<file path="config.mk">
export PLATFORM = sky130hd
export DESIGN_NAME = shutter_storage_ctrl
export DESIGN_NICKNAME = d
export VERILOG_FILES = /design/src/rtl/shutter_pkg.sv /design/src/rtl/shutter_cfg_shadow.sv /design/src/rtl/storage_sequencer.sv /design/src/rtl/str_pulse_gen.sv /design/src/rtl/shutter_storage_ctrl.sv
export SDC_FILE = /design/constraint.sdc
export NUM_CORES = 1
export LEC_CHECK = 0
export CAP_MARGIN = 20
export CORE_ASPECT_RATIO = 0.5
export CORE_MARGIN = 2
export CORE_UTILIZATION = 50
export CTS_CLUSTER_SIZE = 28
export DETAILED_ROUTE_END_ITERATION = 8
export PLACE_DENSITY = 0.78
export SYNTH_ARGS = -nofsm -noshare
export SYNTH_HDL_FRONTEND = slang
export SYNTH_HIERARCHICAL = 1
export SYNTH_SLANG_ARGS = --single-unit
</file>
<file path="constraint.sdc">
create_clock -name clk -period 7.2 [get_ports clk]
set_input_delay 1.08 -clock clk [delete_from_list [all_inputs] [get_ports clk]]
set_output_delay 1.08 -clock clk [all_outputs]
set_load 0.01 [all_outputs]
</file>
<file path="src/rtl/shutter_pkg.sv">
// Shared definitions for the shutter storage controller.
// Assumes exposure code c selects c+1 lines, with 0 meaning a full frame.
package shutter_pkg;

    // Source of the storage-start output.
    typedef enum logic {
        SRC_INTERNAL = 1'b0,
        SRC_EXTERNAL = 1'b1
    } str_src_e;

    // Line index on which storage must begin so that `lines` minus index equals the exposure.
    function automatic int unsigned str_target(input int unsigned code,
                                               input int unsigned lines);
        int unsigned expo;
        if (code == 0)
            expo = lines;
        else if (code >= lines - 1)
            expo = lines - 1;
        else
            expo = code + 1;
        return lines - expo;
    endfunction

endpackage

</file>
<file path="src/rtl/shutter_cfg_shadow.sv">
// Holds the exposure and storage codes that apply to the current frame.
// Assumes frame_start_i is a single-cycle pulse. In that cycle the live
// inputs are passed through so the first line already sees new settings.
module shutter_cfg_shadow #(
    parameter int EXP_W = 10,
    parameter int FRM_W = 4
) (
    input  logic             clk,
    input  logic             rst_n,
    input  logic             frame_start_i,
    input  logic [EXP_W-1:0] exp_code_i,
    input  logic [FRM_W-1:0] frames_code_i,
    output logic [EXP_W-1:0] exp_code_eff_o,
    output logic [FRM_W-1:0] frames_code_eff_o
);

    logic [EXP_W-1:0] exp_q;
    logic [FRM_W-1:0] frm_q;

    // Capture the codes once per frame.
    always_ff @(posedge clk) begin
        if (!rst_n) begin
            exp_q <= '0;
            frm_q <= '0;
        end else if (frame_start_i) begin
            exp_q <= exp_code_i;
            frm_q <= frames_code_i;
        end
    end

    // Effective codes: the live value on the frame-start cycle, else the shadow.
    always_comb begin
        exp_code_eff_o    = frame_start_i ? exp_code_i    : exp_q;
        frames_code_eff_o = frame_start_i ? frames_code_i : frm_q;
    end

endmodule

</file>
<file path="src/rtl/storage_sequencer.sv">
// Tracks the position inside a multi-frame storage cycle.
// Phase 0 is the readout frame; the phase equal to the storage code is the
// frame in which storage starts. Nothing fires before the first frame start.
module storage_sequencer #(
    parameter int FRM_W = 4
) (
    input  logic             clk,
    input  logic             rst_n,
    input  logic             frame_start_i,
    input  logic [FRM_W-1:0] frames_code_eff_i,
    output logic             fire_frame_o,
    output logic             frame_ok_o
);

    logic [FRM_W-1:0] phase_q;
    logic [FRM_W-1:0] phase_next;
    logic [FRM_W-1:0] phase_cur;
    logic [FRM_W:0]   phase_inc;
    logic             armed_q;
    logic             ok_q;

    // Next phase, wrapping once the storage length is reached.
    always_comb begin
        phase_inc = {1'b0, phase_q} + 1'b1;
        if (phase_inc > {1'b0, frames_code_eff_i})
            phase_next = '0;
        else
            phase_next = phase_inc[FRM_W-1:0];
        phase_cur    = frame_start_i ? phase_next : phase_q;
        fire_frame_o = (armed_q || frame_start_i) && (phase_cur == frames_code_eff_i);
    end

    // Advance phase and validity at each frame start.
    always_ff @(posedge clk) begin
        if (!rst_n) begin
            phase_q <= '0;
            armed_q <= 1'b0;
            ok_q    <= 1'b0;
        end else if (frame_start_i) begin
            phase_q <= phase_next;
            armed_q <= 1'b1;
            ok_q    <= (phase_next == '0);
        end
    end

    assign frame_ok_o = ok_q;

endmodule

</file>
<file path="src/rtl/str_pulse_gen.sv">
// Produces the registered storage-start pulse.
// Internal source: high for the whole line whose index equals the target,
// in a firing frame only. External source: the input pulse, re-timed.
module str_pulse_gen #(
    parameter int LINES = 525,
    parameter int LW    = 10,
    parameter int EXP_W = 10
) (
    input  logic                 clk,
    input  logic                 rst_n,
    input  logic [LW-1:0]        line_idx_i,
    input  logic [EXP_W-1:0]     exp_code_eff_i,
    input  logic                 fire_frame_i,
    input  shutter_pkg::str_src_e src_i,
    input  logic                 ext_str_i,
    output logic                 str_o
);

    logic [LW-1:0] target;
    logic          hit;

    // Target line for the effective exposure code, and the match against it.
    always_comb begin
        target = LW'(shutter_pkg::str_target(32'(exp_code_eff_i), LINES));
        hit    = fire_frame_i && (line_idx_i == target);
    end

    // Select the pulse source and register it.
    always_ff @(posedge clk) begin
        if (!rst_n)
            str_o <= 1'b0;
        else if (src_i == shutter_pkg::SRC_EXTERNAL)
            str_o <= ext_str_i;
        else
            str_o <= hit;
    end

endmodule

</file>
<file path="src/rtl/shutter_storage_ctrl.sv">
// Electronic shutter storage controller.
// Places one storage-start pulse per storage cycle, a programmed number of
// lines before readout, and flags frames that hold no finished exposure.
// Assumes line_idx_i counts 0..LINES-1 and frame_start_i marks line 0.
module shutter_storage_ctrl #(
    parameter int LINES = 525,
    parameter int EXP_W = 10,
    parameter int FRM_W = 4,
    localparam int LW   = $clog2(LINES)
) (
    input  logic             clk,
    input  logic             rst_n,
    input  logic             frame_start_i,
    input  logic [LW-1:0]    line_idx_i,
    input  logic [EXP_W-1:0] exp_code_i,
    input  logic [FRM_W-1:0] frames_code_i,
    input  logic             ext_mode_i,
    input  logic             ext_str_i,
    output logic             str_o,
    output logic             frame_valid_o
);

    logic [EXP_W-1:0]      exp_eff;
    logic [FRM_W-1:0]      frm_eff;
    logic                  fire_frame;
    logic                  frame_ok;
    shutter_pkg::str_src_e src;

    // Map the mode pin onto the source select.
    always_comb begin
        src = ext_mode_i ? shutter_pkg::SRC_EXTERNAL : shutter_pkg::SRC_INTERNAL;
    end

    shutter_cfg_shadow #(
        .EXP_W(EXP_W),
        .FRM_W(FRM_W)
    ) u_shadow (
        .clk              (clk),
        .rst_n            (rst_n),
        .frame_start_i    (frame_start_i),
        .exp_code_i       (exp_code_i),
        .frames_code_i    (frames_code_i),
        .exp_code_eff_o   (exp_eff),
        .frames_code_eff_o(frm_eff)
    );

    storage_sequencer #(
        .FRM_W(FRM_W)
    ) u_seq (
        .clk              (clk),
        .rst_n            (rst_n),
        .frame_start_i    (frame_start_i),
        .frames_code_eff_i(frm_eff),
        .fire_frame_o     (fire_frame),
        .frame_ok_o       (frame_ok)
    );

    str_pulse_gen #(
        .LINES(LINES),
        .LW   (LW),
        .EXP_W(EXP_W)
    ) u_pulse (
        .clk           (clk),
        .rst_n         (rst_n),
        .line_idx_i    (line_idx_i),
        .exp_code_eff_i(exp_eff),
        .fire_frame_i  (fire_frame),
        .src_i         (src),
        .ext_str_i     (ext_str_i),
        .str_o         (str_o)
    );

    // In bypass the outside timing owns validity, so the flag is forced high.
    assign frame_valid_o = ext_mode_i | frame_ok;

endmodule

</file>
==> key figures <==
Synth
  – Syn nets: 257
  – Yosys top cell by area: dfxtp_1
  – Syn. warnings: 6
  – Ranking of synthesized cells by area: dfxtp_1 (21%), mux2_4 (7.7%), xnor2_1 (7.2%)
  – Netlist cell types: 61
  – Syn_area_per_cell: 8.901 um^2
  – Sequential area share after synthesis: 21.47%
  – FF+latch count, synth: 21
  – Post-Syn Area: 1958 um^2
  – Post-synth EDFFs: 0
  – Syn Inst Count: 220
  – Top cell type's share of synthesized area: 21.47%
  – Ys flop type: dfxtp_1
  – Asr flop ratio synth: 0%

STA
  – Max Freq: 0.2086 GHz
  – Final min period: 4794 ps
  – Slew at the pin closest to its max-slew limit: 621.9 ps
  – Final Setup Violations: 0
  – Layout Skew: 8.526 ps
  – RSZ-0062 raised after global routing: false
  – Fin crit share: 66.58%
  – Slew Limit Fails: 0
  – Rel. slew slack: 58.41%
  – Setup TNS: 0 ps
  – Final Hold Viols: 0

Finish
  – Area delta synth->final: 17.51%
  – Share of cells above drive strength 1: 15.04%
  – Inserted Diodes: 0
  – Final Util: 60.18%
  – Fin nets: 284

Worst setup path
  – Reg2reg setup slack: 3610 ps
  – CP arrival: 4980 ps
  – Reg2reg end: u_pulse/str_o
  – R2r worst-path depth: 13
  – CP required: 7390 ps
  – CP endpoint kind: register
  – Reg-to-reg critical path startpoint: u_seq/phase_q[0]
  – Crit start category: input pin
  – Crit path kind: input pin to register
  – Critical path fanouts, max: 24

Floorplanning
  – Std-Cell Core Area: 3824 um^2
  – Floorplan row count: 16
  – Die area: 4463 um^2
  – Starting density of the core: 51.21%
  – Die height: 48.25 um
  – Boundary pin count: 31
  – Die X: 92.50 um

Drt
  – 1st-iter DRT viols: 43
  – Vias per cell: 5.747
  – DR DRC count: 0
  – Via count: 1724
  – Final ANT Viol Nets: 0
  – Avg WL per Cell: 14.10 um
  – Routed WL: 4230 um
  – DR pass1 iterations: 4

Global route
  – Largest net degree at the start of global routing: 25
  – Initial antenna violation count: 0
  – Tot GR Track Use: 18.22%
  – Vias in the first global route: 1484
  – First-pass GRT wire length: 6548 um
  – Total gr overflow: 0

Placement
  – DP HPWL: 3173 um
  – I/O Buffers: 30
  – RD Place Congestion: 0.7969

Hold path
  – Hold path cells: 1
  – Hold endpoint: u_seq/armed_q
  – Hold Crit Class: register to register
  – Worst Min Path Start: u_seq/armed_q

Clock tree
  – Hold buffers post-CTS: 0
  – Post-CTS setup buffer count: 0
  – H-tree levels: 1
  – CTS buffer count: 3
  – CTS clk-pin slew, worst paths: 70 ps
  – Clock Tree Root: clkbuf_8
  – Worst-skew pair later-pin latency: 260 ps
  – CTS sink cnt: 21
  – Post-CTS sizing: 0
  – CTS tree: done
  – Clock tree buffer depth: 2

Pwr
  – Maximum vdd drop: 83.45 uV
  – Leak: 0.8709 nW
  – Pwr dens: 154.7 nW/um^2
  – Total Power: 0.0003560 W

Run status
  – Outcome: finished, final reports clean

Run
  – Max cap viols: 0
logic make-up (layout without fill, tap and decap cells):
| group | count (synthesis) | after routing | share of synthesized area (%) |
|---|---|---|---|
| and+or+nand+nor | 85 | 85 | 27.09 |
| AOI/OAI and AO/OA | 48 | 48 | 18.34 |
| xor gates and xnor gates | 24 | 24 | 10.73 |
| DFF | 21 | 21 | 21.47 |
| muxes | 17 | 17 | 11.57 |
| buffers and inverters | 17 | 43 | 5.687 |
| adders and majority gates | 8 | 8 | 5.112 |
state kept, by name (all words and copies together), names as in the netlist:
| signal | cells |
|---|---|
| u_pulse/str_o | 1 |
| u_seq/armed_q | 1 |
| u_seq/frame_ok_o | 1 |
| u_seq/phase_q | 4 |
| u_shadow/exp_q | 10 |
| u_shadow/frm_q | 4 |
cells in the mapped netlist (2+ instances only):
cell type and count:
dfxtp_1 21, or3_1 2, mux2_2 5, nor3_1 3, a21oi_1 8, nor2b_1 2, ha_1 8, nor2_1 10
buf_6 3, mux2_4 10, o211ai_1 2, buf_4 4, nor4b_1 2, and3_4 2, o31ai_1 4, o21ai_0 6
nand3_1 10, nand4b_1 4, a31oi_1 3, and2_1 18, inv_1 8, xor2_1 8, nand4_1 4, mux2i_1 2
a211oi_2 2, o22ai_1 3, nand2_1 11, xnor2_1 16, a22o_1 2, o21ai_1 2, nor4_1 2, or2_2 2
or4_1 2, and3_1 2
metrics by stage:
step / setup WS [ps] / instance area, um^2 / hold WS [ps] / instances
2_1_floorplan: 3142 / 1958 / 420.1 / 220
3_3_place_gp: 2252 / 2252 / 437.3 / 296
3_5_place_dp: 2180 / 2252 / 437.9 / 296
4_1_cts: 2438 / 2301 / 464.7 / 300
5_1_grt: 2175 / 2301 / 498.8 / 300
6_report: 2406 / 2301 / 463.4 / 300
how the worst max path moves through the flow:
stage / end / startpoint / slack [ps]
4_1_cts: u_pulse/str_o / frame_start_i / 2440
5_1_grt: u_pulse/str_o / frame_start_i / 2180
3_3_place_gp: u_pulse/str_o / frame_start_i / 2250
2_1_floorplan: u_pulse/str_o / frame_start_i / 3140
6_report: u_pulse/str_o / frame_start_i / 2410
3_5_place_dp: u_pulse/str_o / frame_start_i / 2180
cell usage in the layout (no fill, tap or decap), types with 3 or more instances in the layout:
cell type and count:
a21oi_1 8, a31oi_1 3, and2_1 18, clkbuf_8 3, clkdlybuf4s50_1 30, dfxtp_1 21
ha_1 8, inv_1 8, mux2_2 5, mux2_4 10, nand2_1 11, nand3_1 10
nand4_1 4, nand4b_1 4, nor2_1 10, nor3_1 3, o21ai_0 6, o22ai_1 3
o31ai_1 4, xnor2_1 16, xor2_1 8
metal layers:
layer | vias to the layer above | global-route usage (%) | part of all wire [%]
met2 | 34 | 33.87 | 47
met1 | 818 | 23.63 | 50
met4 | 0 | 5.970 | 0.59
met3 | 4 | 1.700 | 2.3
met5 | - | 0 | 0
li1 | 868 | - | -
power by group:
group / internal [W] / switching [W] / total (W)
combinational: 0.0000737 / 0.0000772 / 0.000151
clock: 0.0000390 / 0.0000393 / 0.0000783
sequential: 0.000123 / 0.00000355 / 0.000127
total: 0.000236 / 0.000120 / 0.000356
worst max-delay path, cell delays in order:
cell	delay [ps]
clkdlybuf4s50_1	450
buf_4	310
mux2_4	390
inv_1	80
ha_1	140
nor4b_1	290
and3_1	310
nor2_1	170
and2_1	240
ha_1	290
and2_1	200
or4_1	400
a211o_1	310
o211ai_2	70
o2111ai_1	120
o21ai_1	140
cell type report:
class                           count  area (um^2)
Clock buffer                        3        41.29
Sequential cell                    21        420.4
Timing Repair Buffer               31        307.8
Fill cell                         328         1523
Multi-Input combinational cell    182         1426
Tap cell                           54        67.56
Clock inverter                      1        7.507
Inverter                            8        30.03
(Power assumes the default switching activity.)
